File: src/rtl/tamsw_pkg.sv
package tamsw_pkg;

    typedef enum logic [1:0] {
        ST_IDLE  = 2'd0,
        ST_SHIFT = 2'd1,
        ST_APPLY = 2'd2,
        ST_DRAIN = 2'd3
    } seq_state_e;

    // Number of shift cycles to fill a chain split over a given bus width
    function automatic int seg_len(input int chain_len, input int width);
        return (chain_len + width - 1) / width;
    endfunction

endpackage

File: src/rtl/tamsw_ir.sv
module tamsw_ir #(
    parameter int IR_W  = 4,
    parameter int N_GRP = 4
) (
    input  logic             clk,
    input  logic             rst_n,
    input  logic             load_req,
    input  logic             load_ok,
    input  logic [IR_W-1:0]  load_val,
    output logic             test_mode,
    output logic [N_GRP-1:0] grp_sel
);
    localparam int GIDX_W = (N_GRP > 1) ? $clog2(N_GRP) : 1;
    localparam int OPC_W  = IR_W - GIDX_W;
    localparam logic [OPC_W-1:0] OPC_SELECT = OPC_W'(1);
    localparam logic [IR_W-1:0]  IR_RESET   = '0;

    logic [IR_W-1:0]   ir_q;
    logic [OPC_W-1:0]  opc;
    logic [GIDX_W-1:0] gidx;

    always_ff @(posedge clk or negedge rst_n) begin
        if (!rst_n) begin
            ir_q <= IR_RESET;
        end else if (load_req && load_ok) begin
            ir_q <= load_val;
        end
    end

    assign opc  = ir_q[IR_W-1:GIDX_W];
    assign gidx = ir_q[GIDX_W-1:0];

    always_comb begin
        grp_sel = '0;
        for (int g = 0; g < N_GRP; g++) begin
            grp_sel[g] = (opc == OPC_SELECT) && (gidx == GIDX_W'(g));
        end
        test_mode = |grp_sel;
    end

endmodule

File: src/rtl/tamsw_seq.sv
module tamsw_seq
    import tamsw_pkg::*;
#(
    parameter int SEG_LEN = 3
) (
    input  logic clk,
    input  logic rst_n,
    input  logic run,
    input  logic ir_load,
    input  logic test_mode,
    output logic idle,
    output logic shifting,
    output logic applying
);
    localparam int CNT_W = (SEG_LEN > 1) ? $clog2(SEG_LEN) : 1;
    localparam logic [CNT_W-1:0] CNT_LAST = CNT_W'(SEG_LEN - 1);

    seq_state_e       st_q, st_d;
    logic [CNT_W-1:0] cnt_q, cnt_d;

    always_ff @(posedge clk or negedge rst_n) begin
        if (!rst_n) begin
            st_q  <= ST_IDLE;
            cnt_q <= '0;
        end else begin
            st_q  <= st_d;
            cnt_q <= cnt_d;
        end
    end

    always_comb begin
        st_d  = st_q;
        cnt_d = cnt_q;
        unique case (st_q)
            ST_IDLE: begin
                if (run && !ir_load && test_mode) begin
                    st_d  = ST_SHIFT;
                    cnt_d = '0;
                end
            end
            ST_SHIFT: begin
                if (cnt_q == CNT_LAST) begin
                    st_d = ST_APPLY;
                end else begin
                    cnt_d = cnt_q + 1'b1;
                end
            end
            ST_APPLY: begin
                cnt_d = '0;
                st_d  = run ? ST_SHIFT : ST_DRAIN;
            end
            ST_DRAIN: begin
                if (cnt_q == CNT_LAST) begin
                    st_d  = ST_IDLE;
                    cnt_d = '0;
                end else begin
                    cnt_d = cnt_q + 1'b1;
                end
            end
            default: begin
                st_d  = ST_IDLE;
                cnt_d = '0;
            end
        endcase
    end

    always_comb begin
        idle     = 1'b0;
        shifting = 1'b0;
        applying = 1'b0;
        unique case (st_q)
            ST_IDLE:  idle     = 1'b1;
            ST_SHIFT: shifting = 1'b1;
            ST_APPLY: applying = 1'b1;
            ST_DRAIN: shifting = 1'b1;
            default:  idle     = 1'b1;
        endcase
    end

endmodule

File: src/rtl/tamsw_route.sv
module tamsw_route #(
    parameter int TAM_W = 5,
    parameter int N_GRP = 4
) (
    input  logic                   clk,
    input  logic                   rst_n,
    input  logic [TAM_W-1:0]       tam_in,
    input  logic [N_GRP-1:0]       grp_sel,
    input  logic                   test_mode,
    input  logic [N_GRP*TAM_W-1:0] chain_so,
    output logic [N_GRP*TAM_W-1:0] chain_si,
    output logic [TAM_W-1:0]       tam_out
);
    logic [TAM_W-1:0] byp_q;
    logic [TAM_W-1:0] sel_so;

    // One bypass stage per wire
    for (genvar w = 0; w < TAM_W; w++) begin : g_byp
        logic stage_q;
        always_ff @(posedge clk or negedge rst_n) begin
            if (!rst_n) begin
                stage_q <= 1'b0;
            end else begin
                stage_q <= tam_in[w];
            end
        end
        assign byp_q[w] = stage_q;
    end

    // Demultiplex the input bus to the selected group
    for (genvar g = 0; g < N_GRP; g++) begin : g_demux
        assign chain_si[g*TAM_W +: TAM_W] = grp_sel[g] ? tam_in : '0;
    end

    // AND-OR multiplexer of group outputs
    always_comb begin
        sel_so = '0;
        for (int g = 0; g < N_GRP; g++) begin
            sel_so = sel_so | (chain_so[g*TAM_W +: TAM_W] & {TAM_W{grp_sel[g]}});
        end
    end

    assign tam_out = test_mode ? sel_so : byp_q;

endmodule

File: src/rtl/tamsw_top.sv
module tamsw_top #(
    parameter int TAM_W     = 5,
    parameter int CHAIN_LEN = 15,
    parameter int N_GRP     = 4,
    parameter int IR_W      = 4
) (
    input  logic                   clk,
    input  logic                   rst_n,
    input  logic                   ir_load,
    input  logic                   run,
    input  logic [TAM_W-1:0]       tam_in,
    output logic [TAM_W-1:0]       tam_out,
    output logic                   test_mode,
    output logic [N_GRP-1:0]       grp_sel,
    output logic [N_GRP-1:0]       grp_shift,
    output logic [N_GRP-1:0]       grp_capture,
    output logic [N_GRP-1:0]       grp_update,
    output logic [N_GRP*TAM_W-1:0] chain_si,
    input  logic [N_GRP*TAM_W-1:0] chain_so
);
    localparam int SEG_LEN = tamsw_pkg::seg_len(CHAIN_LEN, TAM_W);

    logic idle, shifting, applying;

    tamsw_ir #(.IR_W(IR_W), .N_GRP(N_GRP)) ir_i (
        .clk       (clk),
        .rst_n     (rst_n),
        .load_req  (ir_load),
        .load_ok   (idle),
        .load_val  (tam_in[IR_W-1:0]),
        .test_mode (test_mode),
        .grp_sel   (grp_sel)
    );

    tamsw_seq #(.SEG_LEN(SEG_LEN)) seq_i (
        .clk       (clk),
        .rst_n     (rst_n),
        .run       (run),
        .ir_load   (ir_load),
        .test_mode (test_mode),
        .idle      (idle),
        .shifting  (shifting),
        .applying  (applying)
    );

    tamsw_route #(.TAM_W(TAM_W), .N_GRP(N_GRP)) route_i (
        .clk       (clk),
        .rst_n     (rst_n),
        .tam_in    (tam_in),
        .grp_sel   (grp_sel),
        .test_mode (test_mode),
        .chain_so  (chain_so),
        .chain_si  (chain_si),
        .tam_out   (tam_out)
    );

    assign grp_shift   = shifting ? grp_sel : '0;
    assign grp_capture = applying ? grp_sel : '0;
    assign grp_update  = applying ? grp_sel : '0;

endmodule

File: config.mk
export PLATFORM = sky130hd
export DESIGN_NAME = tamsw_top
export DESIGN_NICKNAME = d
export VERILOG_FILES = /design/src/rtl/tamsw_pkg.sv /design/src/rtl/tamsw_ir.sv /design/src/rtl/tamsw_seq.sv /design/src/rtl/tamsw_route.sv /design/src/rtl/tamsw_top.sv
export SDC_FILE = /design/constraint.sdc
export NUM_CORES = 1
export LEC_CHECK = 0
export CELL_PAD_IN_SITES_DETAIL_PLACEMENT = 1
export CELL_PAD_IN_SITES_GLOBAL_PLACEMENT = 2
export CORE_MARGIN = 10
export CORE_UTILIZATION = 18
export DETAILED_ROUTE_END_ITERATION = 8
export HOLD_SLACK_MARGIN = 0.02
export PLACE_DENSITY = 0.78
export REMOVE_ABC_BUFFERS = 1
export SLEW_MARGIN = 30
export SYNTH_ARGS = -nofsm -noshare
export SYNTH_HDL_FRONTEND = slang
export SYNTH_SLANG_ARGS = --single-unit
File: constraint.sdc
create_clock -name clk -period 1.9 [get_ports clk]
set_input_delay 0.38 -clock clk [delete_from_list [all_inputs] [get_ports clk]]
set_output_delay 0.38 -clock clk [all_outputs]
set_load 0.1 [all_outputs]
After elaboration in Yosys (flattened, before gate mapping)
Index checks and enable logic that the tools add are counted.

Register bits: 13. Latch bits: 0. RAM bits: 0. Bits in read-only memories: 0. Input port bits: 29. Output and inout port bits: 42. Word-level logic and storage cells: 61. Memories: 0.

Add/subtract/negate cells: 1. Multipliers: 0. Div/mod/pow operators: 0. $lt $le $gt $ge: 0. Equality and inequality tests: 12. Shift-type cells: 0. Multiplexer cells: 19. Bitwise logic cells: 7. Reduce and logical (&&, ||, !) cells: 14.

Operator list (number): 5-bit 2-to-1 mux (5); 5-bit AND (4); 2-bit one-hot mux with 4 select lines (2); 5-bit OR (3); 2-bit 2-to-1 mux (7); 2-bit == test, second input constant (5); 4-bit 2-to-1 mux (2); 1-bit logical AND (7); 2-bit by 1-bit == test with 1-bit output, second input constant (3); 2-bit by 1-bit inequality test with 1-bit output, second input constant (3); 2-bit logical NOT (2); 4-bit OR reduction (1); 1-bit 2-to-1 mux (3); 3-bit AND reduction (1); 2-bit by 1-bit adder with 2-bit output, second input constant (1); 2-bit inequality test, second input constant (1); 2-bit AND reduction (1); 2-bit OR reduction (1); 1-bit logical NOT (1).

Logic depth before layout (Yosys ltp)
Gate-level depths: netlist (run 1).

Depth in word-level cells: 7. Depth in mapped cells: 6. Gate-level depth less buffers: 5.

Hierarchy
A second synthesis (run 1) with hierarchy kept.

Cell total of the unflattened synthesis: 103. Area total of the unflattened synthesis: 993.5 sq um.

Modules (own cells, without submodules): tamsw_route (instances 1, cells an instance 50, area each 441.7 sq um, sequential area each 125.1 sq um); tamsw_seq (instances 1, cells an instance 27, area each 256.5 sq um, sequential area each 100.1 sq um); tamsw_ir (instances 1, cells an instance 14, area each 215.2 sq um, sequential area each 100.1 sq um); tamsw_top (instances 1, cells an instance 12, area each 80.1 sq um, sequential area each 0.0 sq um).

Least setup slack after synthesis (run 1)
Ideal clock, no wire load.

Kind: register -> output. From: register ir_i.ir_q[3]. To: output grp_update[2]. Arrival: 3464 ps. Required time: 1520 ps. Path slack: -1944 ps. Stages on the path, launching flop included: 6. Path buffers: 2. Path through: dfrtp_1 -> and2b_2 -> buf_2 -> nand2_1 -> nor3_1 -> buf_4.

Longest elaborated chain between the ends: 3.

Ends and longest elaborated chain: start, declared (RTL line tamsw_ir.sv:18) `logic [IR_W-1:0] ir_q;`; start signal, assigned (RTL line tamsw_ir.sv:26) `ir_q <= load_val;`; 2-bit by 1-bit == test with 1-bit output (RTL line tamsw_ir.sv:36) `grp_sel[g] = (opc == OPC_SELECT) && (gidx == GIDX_W'(g));`; 1-bit logical AND (RTL line tamsw_ir.sv:36); 4-bit 2-to-1 mux; end, declared (RTL line tamsw_top.sv:17) `output logic [N_GRP-1:0] grp_update,`.

No other way between the ends.

Worst setup path in the final report (run 1)
From: register ir_i.ir_q[1]. To: output tam_out[0].

Longest elaborated chain between the ends: 7.

Ends and longest elaborated chain: 2-bit by 1-bit == test with 1-bit output / 2-bit logical NOT (equally long branches) (RTL line tamsw_ir.sv:36); 1-bit logical AND (RTL line tamsw_ir.sv:36); 5-bit AND (RTL line tamsw_route.sv:39) `sel_so = sel_so | (chain_so[g*TAM_W +: TAM_W] & {TAM_W{grp_sel[g]}});`; 5-bit OR (3 in a row) (RTL line tamsw_route.sv:39); 5-bit 2-to-1 mux (*) (RTL line tamsw_route.sv:43) `assign tam_out = test_mode ? sel_so : byp_q;`; end, declared (RTL line tamsw_top.sv:12) `output logic [TAM_W-1:0] tam_out,`.

Every way passes the cells marked *; elsewhere a longest branch is shown, timed or not.

==> results of run 1 <==
[stage by stage]
stage               hold WS, ps  util (%)  power [µW]  setup slack (ps)
floorplan                  84.4         -        2300             -3710
global placement            525      40.7        3470              -112
detailed placement          547      40.7        3520              -148
CTS                         536      44.1        4060              -254
global route                571      45.9        4410              -304
finish                      520      45.9        4210              -229
[path summary, 6_finish.rpt]
| path | endpoint | cells after the start |
|---|---|---|
| setup / recovery | tam_out[0] | 4 |
| hold / removal | route_i.g_byp[4].stage_q$_DFF_PN0_ | 1 |
| setup reg to reg | ir_i.ir_q[0]$_DFFE_PN0P_ | 3 |
| hold reg to reg | seq_i.cnt_q[1]$_DFFE_PN0P_ | 1 |
| max in group asynchronous | ir_i.ir_q[1]$_DFFE_PN0P_ | 1 |
| min in group clk | seq_i.cnt_q[1]$_DFFE_PN0P_ | 1 |
[state kept, by name, summed over array words and instances (netlist names)]
signal                 cells
route_i.g_byp.stage_q      5
ir_i.ir_q                  4
seq_i.cnt_q                2
seq_i.st_q                 2
[cells by family (layout without fill, tap and decap cells)]
kind of cell               count (synthesis)  in the layout  share of synthesized area [%]
adders and majority gates                  3              3                           3.65
buffers and inverters                     18            103                           11.3
AOI/OAI and AO/OA                         17             17                           11.7
and+or+nand+nor                           49             49                           29.8
muxes                                      9              9                           10.2
xor gates and xnor gates                   2              2                           1.70
DFF                                       13             13                           31.6
[worst max-delay path, cell delays in order (launching register included)]
cell	delay, ps
dfrtp_2	450
and4bb_4	430
a222oi_1	110
a21oi_1	290
buf_12	220
[cell type report]
cell class | count | area (µm²)
Fill cell | 596 | 3000
Timing Repair Buffer | 94 | 1380
Multi-Input combinational cell | 80 | 686
Sequential cell | 13 | 327
Tap cell | 72 | 90.1
Clock buffer | 4 | 45.0
Inverter | 5 | 18.8
[routing by layer]
metal  wire, µm  up-vias
li1           -      554
met4         49        0
met1       2020      552
met3        258        2
met5          0        -
met2       2600       36
[synth_stat cells]
library cell  count
and3b_1           1
mux2_4            1
o31ai_1           1
nor2_2            1
nor3b_2           1
nor2_1            8
ha_1              3
clkbuf_1          1
mux2_2            8
nand3b_1          1
nor3_1            2
buf_6             3
buf_4             6
and2_1           12
xor2_1            2
inv_1             5
and3_1            6
o21ai_0           3
nand2_1           5
and4bb_4          1
and2_2            6
and2b_2           1
buf_2             3
a22o_1            2
nand3_1           1
dfrtp_1          13
a222oi_1          5
and4bb_2          1
nand2b_1          2
a21oi_1           6
[power groups by stage]
stage               Combinational (µW)  Sequential (µW)  Clock, µW
finish                            3500              459        251
global route                      3660              474        270
CTS                               3350              451        259
detailed placement                3060              455          0
global placement                  3020              449          0
floorplan                         1800              494          0
[repair_timing]
item,in CTS,in global routing
pin swaps,2,7
endpoints found under the setup margin,35,42
gates resized for setup,22,26
setup buffers,4,7
cloned,2,0
==> impl_metrics.toml, run 1 <==
[run_status]
outcome = "complete, but fails checks"
violations = "negative setup slack"

[placement]
placed_cells = 253
dpl-instance-area_um2 = 2250
hpwlAfterDp_um = 3730
port_buffers = 70
gp_congestion = 0.765

[timing]
hold_violations = 0
fin_skew_ps = 1.49
tns_ps = -3660
rsz0062_at_grt = "yes"
maxSlewHeadroom_pct = 59.5
min_period_over_period_pct = 112
slew_violations = 0
postLayoutSetupSlackWorst_ps = -229
fmax_mhz = 470
worst_pin_slew_ps = 605
post-route-min-period_ps = 2130
setup-violations-final = 40

[logic_synthesis]
syn_avg_cell_area_um2 = 9.27
synth_seq_cells = 13
ys_seq_area_share_pct = 31.6
synth.area.top_cells = "dfrtp_1 (32%), mux2_2 (8.8%), and2_1 (7.3%), a222oi_1 (4.9%), and2_2 (4.4%)"
yosys_warnings = 0
synth_cell_types = 30
synthesis.instances = 111
synth_top_area_cell = "dfrtp_1"
syn-cell-area_um2 = 1030
yosysTopAreaCellShare_pct = 31.6

[finish]
layout_commonest_cell = "buf_12"
final_cell_mix = "buf_12 (44), clkdlybuf4s50_1 (28), and2_4 (18)"
diodes = 0
layout.nets = 229
final_layout_size_suffix_gt1_share_pct = 58.7
fin_cells = 268
area_delta_synth_final_pct = 147
fin_area_um2 = 2540

[setup_path]
start_kind = "register"
arrival_ps = 1750
cp-startpoint = "ir_i.ir_q[1]$_DFFE_PN0P_"
path_max_fanout = 7
worstPathRequired_ps = 1520
critical_path.endpoint_type = "primary output"
setup.worst_path.class = "reg2out"
rrSetupSlack_ps = 460
r2r-start = "seq_i.st_q[0]$_DFFE_PN0P_"

[cts]
root_buffer = "clkbuf_8"
clock_latency_ps = 240
cts_sinks = 13
cts-hold-fix-buffers = 0
clkTransAtPathRegs_ps = 60
cts_tree = "built"
cts_buffers = 3
clk_path_buf_depth = 2
htree_num_levels = 1

[drt]
via_per_inst = 4.27
drt-total-wl_um = 4930
drc = 0
ant_nets = 0
wire_per_inst_um = 18.4
first_pass_iters = 6
vias = 1144
drtIter0Drc = 35

[pwr]
p_int_uw = 1980
leakagePower_uw = 0.00108
combPwrFrac_pct = 83.1
power.switching_uw = 2230
p_clk_share_pct = 6.0
seq_power_share_pct = 10.9
swShare_pct = 53.0
vdd_drop_max_v = 0.000718
power.density_nw_per_um2 = 1660

[floorplan]
row_count = 27
ios = 71
initial_core_util_pct = 18.6
die_area_um2 = 9140
coreArea_um2 = 5540
die_h_um = 95.6
die_x_um = 95.6

[global_routing]
grt_pass1_wl_um = 7180
use_met1_pct = 11.7
busiest_layer = "met2"
gr-usage-met2_pct = 18.6
grt.total_usage_pct = 10.4
gr-total-overflow = 0
grt_util_met3_pct = 2.36
grt_max_degree = 14
grt_pass1_vias = 1268
antenna_found_initial = 0

[flow_run]
cap_violations = 0

[hold_path]
hold_path.class = "in2async"
No activity file was read; power rests on OpenSTA's default activity.
==> inputs of run 2 (changes only) <==
- CORE_ASPECT_RATIO: default -> 0.6
==> run 2 against run 1 <==
  * Worst hold slack better by 11 ps
  * Register-to-register slack is essentially flat
  * Count of clock-buffer cells in the layout did not move
  * Critical endpoint is now tam_out[2]
  * Largest cell class unchanged
  * First-iteration DRC count is 34% higher
  * Via count rose by 3.4%
  * The run still ends with negative setup slack left
  * Global-route usage grew 0.93 points
  * Cell count is 5.2% higher
  * Clock skew increased by 0.65 ps
  * Non-clock buffer count grew 6
  * Sequential power is essentially flat
  * Design area increased by 3.3%
==> impl_metrics.toml, run 2 (same netlist as run 1, synthesis figures left out) <==
[finish]
area_delta_synth_final_pct = 155
layout_commonest_cell = "buf_12"
diodes = 0
fill_cells = 586
final_cell_mix = "buf_12 (43), clkdlybuf4s50_1 (28), and2_4 (18)"
largest_register_ffs = 5
layout.nets = 235
reg_top3 = "route_i.g_byp.stage_q (5), ir_i.ir_q (4)"
regMostFlops = "route_i.g_byp.stage_q"
final_layout_size_suffix_gt1_share_pct = 62.9
fin_cells = 282

[pwr]
power.switching_uw = 2310
power_uw = 4350
leakagePower_uw = 0.00111
p_int_uw = 2040
combPwrFrac_pct = 83.7
power.density_nw_per_um2 = 1660
p_clk_share_pct = 5.8
swShare_pct = 53.1
seq_power_share_pct = 10.5
vdd_drop_max_v = 0.000548

[drt]
vias = 1183
ant_nets = 0
via_per_inst = 4.20
drc = 0
drtIter0Drc = 47
drt-total-wl_um = 5390
wire_per_inst_um = 19.1
first_pass_iters = 4

[cts]
clk_path_buf_depth = 2
htree_num_levels = 1
cts_buffers = 3
clkTransAtPathRegs_ps = 60
cts_tree = "built"
cts_sinks = 13
clock_latency_ps = 240
root_buffer = "clkbuf_8"

[timing]
hold_violations = 0
postLayoutSetupSlackWorst_ps = -338
rsz0062_at_grt = "yes"
slew_violations = 0
post-route-min-period_ps = 2240
fmax_mhz = 447
setup-violations-final = 37
worst_pin_slew_ps = 639
maxSlewHeadroom_pct = 57.3
fin_skew_ps = 2.15
min_period_over_period_pct = 118

[placement]
placed_cells = 263
gp_congestion = 0.754
hpwlAfterDp_um = 4100
port_buffers = 70

[setup_path]
critPathMaxStageDelay_ps = 450
arrival_ps = 1860
worstPathRequired_ps = 1520
path_buf_inv = 3
crit_chain = "buf_6 -> buf_4 -> mux2_4 -> a222oi_1 -> a21oi_1 -> buf_12"
path_max_fanout = 5
crit_family = "buffers and inverters"
slowest_stage = "dfrtp_2"
start_kind = "register"
setup.worst_path.class = "reg2out"
critical_path.endpoint_type = "primary output"

[floorplan]
die_x_um = 118
ios = 71
die_h_um = 78.6
die_area_um2 = 9240
initial_core_util_pct = 18.6
coreArea_um2 = 5540
row_count = 21

[run_status]
outcome = "complete, but fails checks"
violations = "negative setup slack"

[global_routing]
grt_pass1_wl_um = 8320
antenna_found_initial = 0
grt_max_degree = 14
gr-total-overflow = 0
grt.total_usage_pct = 11.3
grt_pass1_vias = 1342

[hold_path]
hold_path.class = "in2async"

[flow_run]
cap_violations = 0
[run 2: path summary, 6_finish.rpt]
| check | startpoint | endpoint | slack [ps] | cells past startpoint |
|---|---|---|---|---|
| min reg2reg | seq_i.cnt_q[1]$_DFFE_PN0P_ | seq_i.cnt_q[1]$_DFFE_PN0P_ | 550 | 1 |
| max reg2reg | seq_i.st_q[0]$_DFFE_PN0P_ | ir_i.ir_q[2]$_DFFE_PN0P_ | 460 | 3 |
| min in group clk | seq_i.cnt_q[1]$_DFFE_PN0P_ | seq_i.cnt_q[1]$_DFFE_PN0P_ | 550 | 1 |
| max in group asynchronous | rst_n | ir_i.ir_q[0]$_DFFE_PN0P_ | 920 | 1 |
| min | rst_n | seq_i.cnt_q[0]$_DFFE_PN0P_ | 530 | 1 |
| max | ir_i.ir_q[0]$_DFFE_PN0P_ | tam_out[2] | -340 | 6 |
[run 2: area by class of cell]
class / count / area, µm² / share of cell area, %
Tap cell: 80 / 100 / 3.81
Inverter: 5 / 23.8 / 0.905
Multi-Input combinational cell: 80 / 714 / 27.2
Sequential cell: 13 / 328 / 12.5
Clock buffer: 4 / 45.0 / 1.72
Timing Repair Buffer: 100 / 1420 / 53.9
[run 2: power groups by stage]
stage,Sequential (µW),Clock [µW],Combinational (µW)
3_3_place_gp,488,0,3010
2_1_floorplan,494,0,1800
4_1_cts,454,257,3460
3_5_place_dp,497,0,3060
6_report,458,253,3640
5_1_grt,468,278,3790
[run 2: stage by stage]
stage	hold WS (ps)	cell area (µm²)	TNS, ps	setup WS, ps	utilization (%)
floorplan	84.4	931	-46440	-3710	-
detailed placement	548	2280	-780	-168	41.1
global placement	520	2280	-681	-101	41.1
global route	575	2630	-6510	-409	47.4
CTS	555	2510	-3130	-223	45.3
finish	531	2630	-4020	-338	47.4
[run 2: per-layer routing]
layer	vias to the layer above	part of all wire, %	track usage (%)	routed length (µm)
li1	565	-	-	-
met1	577	43	13.7	2310
met2	39	52	20.1	2780
met3	2	4.8	2.86	261
met4	0	0.67	2.21	36
met5	-	0	0	0
[run 2: timing repair]
action	in CTS	in global routing
gates cloned	1	0
gates resized for setup	36	30
setup endpoints to repair	41	41
setup buffers	11	5
hold buffers	0	0
pin swaps	5	8
==> inputs of run 3 (changes only) <==
- CAP_MARGIN: default -> 20
- RECOVER_POWER: default -> 100
==> run 3 against run 2 <==
  * The run still ends with negative setup slack left
  * Critical endpoint unchanged
  * Wire length is 0.22% lower
  * Global-route usage stayed put
  * Sequential power hardly changed
  * Utilization is 0.090 points lower
  * Sequential cell count stayed put
  * Worst hold slack better by 22 ps
  * Register-to-register slack worse by 200 ps
  * Power is 0.27% lower
  * Sequential share of layout area hardly changed
  * Setup slack worse by 1.1 ps
  * Clock skew is 1.1 ps lower
  * Critical path depth stayed put
  * Largest power group unchanged
==> impl_metrics.toml, run 3 (same netlist as run 1, synthesis figures left out) <==
[run_status]
outcome = "complete, but fails checks"
violations = "negative setup slack"

[setup_path]
worstPathRequired_ps = 1520
arrival_ps = 1860
rrSetupSlack_ps = 260
start_kind = "register"
path_max_fanout = 5
setup.worst_path.class = "reg2out"
critical_path.endpoint_type = "primary output"

[cts]
clk_path_buf_depth = 2
cts_tree = "built"
htree_num_levels = 1
clkTransAtPathRegs_ps = 60
cts_buffers = 3
clock_latency_ps = 240
cts_sinks = 13
root_buffer = "clkbuf_8"

[pwr]
vdd_drop_max_v = 0.000548
power.density_nw_per_um2 = 1660
power_uw = 4340
leakagePower_uw = 0.00111

[timing]
min_period_over_period_pct = 118
post-route-min-period_ps = 2240
tns_ps = -4020
maxSlewHeadroom_pct = 57.4
postLayoutSetupSlackWorst_ps = -339
worst_pin_slew_ps = 638
hold_violations = 0
setup-violations-final = 37
rsz0062_at_grt = "yes"
fmax_mhz = 447
slew_violations = 0
fin_skew_ps = 1.00
whs_ps = 553

[global_routing]
grt_max_degree = 14
antenna_found_initial = 0
gr-total-overflow = 0
grt_pass1_wl_um = 8320
grt_pass1_vias = 1342
grt.total_usage_pct = 11.3

[placement]
gp_congestion = 0.754
dp_worst_setup_slack_ps = -168
port_buffers = 70
hpwlAfterDp_um = 4100

[drt]
vias = 1184
via_per_inst = 4.20
ant_nets = 0
first_pass_iters = 4
drt-total-wl_um = 5380
drtIter0Drc = 48
drc = 0
wire_per_inst_um = 19.1

[finish]
final_cell_mix = "buf_12 (43), clkdlybuf4s50_1 (21), and2_4 (18)"
area_delta_synth_final_pct = 155
regMostFlops = "route_i.g_byp.stage_q"
layout_commonest_cell = "buf_12"
largest_register_ffs = 5
fill_cells = 587
reg_top3 = "route_i.g_byp.stage_q (5), ir_i.ir_q (4)"
layout.nets = 235
diodes = 0
regArea_um2 = 328
final_layout_size_suffix_gt1_share_pct = 62.4
multiInputGateArea_um2 = 709
finish.utilization_pct = 47.3

[floorplan]
coreArea_um2 = 5540
die_h_um = 78.6
row_count = 21
die_area_um2 = 9240
initial_core_util_pct = 18.6
die_x_um = 118
ios = 71

[hold_path]
hold_path.class = "reg2reg"

[flow_run]
cap_violations = 0
-- run 3: path summary, 6_finish.rpt --
path / depth (start not counted) / endpoint / startpoint
worst max-delay path: 6 / tam_out[2] / ir_i.ir_q[0]$_DFFE_PN0P_
worst min-delay path: 1 / seq_i.cnt_q[1]$_DFFE_PN0P_ / seq_i.cnt_q[1]$_DFFE_PN0P_
worst max register to register: 3 / ir_i.ir_q[2]$_DFFE_PN0P_ / seq_i.st_q[0]$_DFFE_PN0P_
worst min register to register: 1 / seq_i.cnt_q[1]$_DFFE_PN0P_ / seq_i.cnt_q[1]$_DFFE_PN0P_
max in group asynchronous: 1 / ir_i.ir_q[0]$_DFFE_PN0P_ / rst_n
min in group asynchronous: 1 / seq_i.cnt_q[0]$_DFFE_PN0P_ / rst_n
-- run 3: timing repair --
action                     in CTS  in global routing
hold buffers                    0                  0
setup endpoints to repair      41                 41
gates resized for setup        36                 30
setup buffers                  11                  5
cloned                          1                  0
pin swaps                       5                  8
-- run 3: through the flow --
step                      cells  instance area (µm²)
after floorplan              98                  931
after global placement      263                 2280
after detailed placement    263                 2280
after CTS                   279                 2510
after global routing        282                 2620
final                       282                 2620
-- run 3: layout make-up --
cell class,instances,share of cell area (%)
Timing Repair Buffer,100,54.0
Clock buffer,4,1.72
Inverter,5,0.907
Tap cell,80,3.82
Sequential cell,13,12.5
Multi-Input combinational cell,80,27.1
-- run 3: where the power goes --
group	internal, µW	total, µW	leakage (µW)	switching [µW]
clock	148	251	0.0000228	103
sequential	373	457	0.000152	84.8
combinational	1520	3630	0.000935	2120
-- run 3: layer usage --
metal / global-route usage [%] / routed length, µm
met5: 0 / 0
met2: 20.1 / 2780
met4: 2.21 / 36
met1: 13.7 / 2300
met3: 2.86 / 263
-- run 3: worst max-delay path, cell delays in order (launching register included) --
cell and delay, ps:
dfrtp_2 450, buf_6 150, buf_4 130, mux2_4 290, a222oi_1 240, a21oi_1 160, buf_12 190
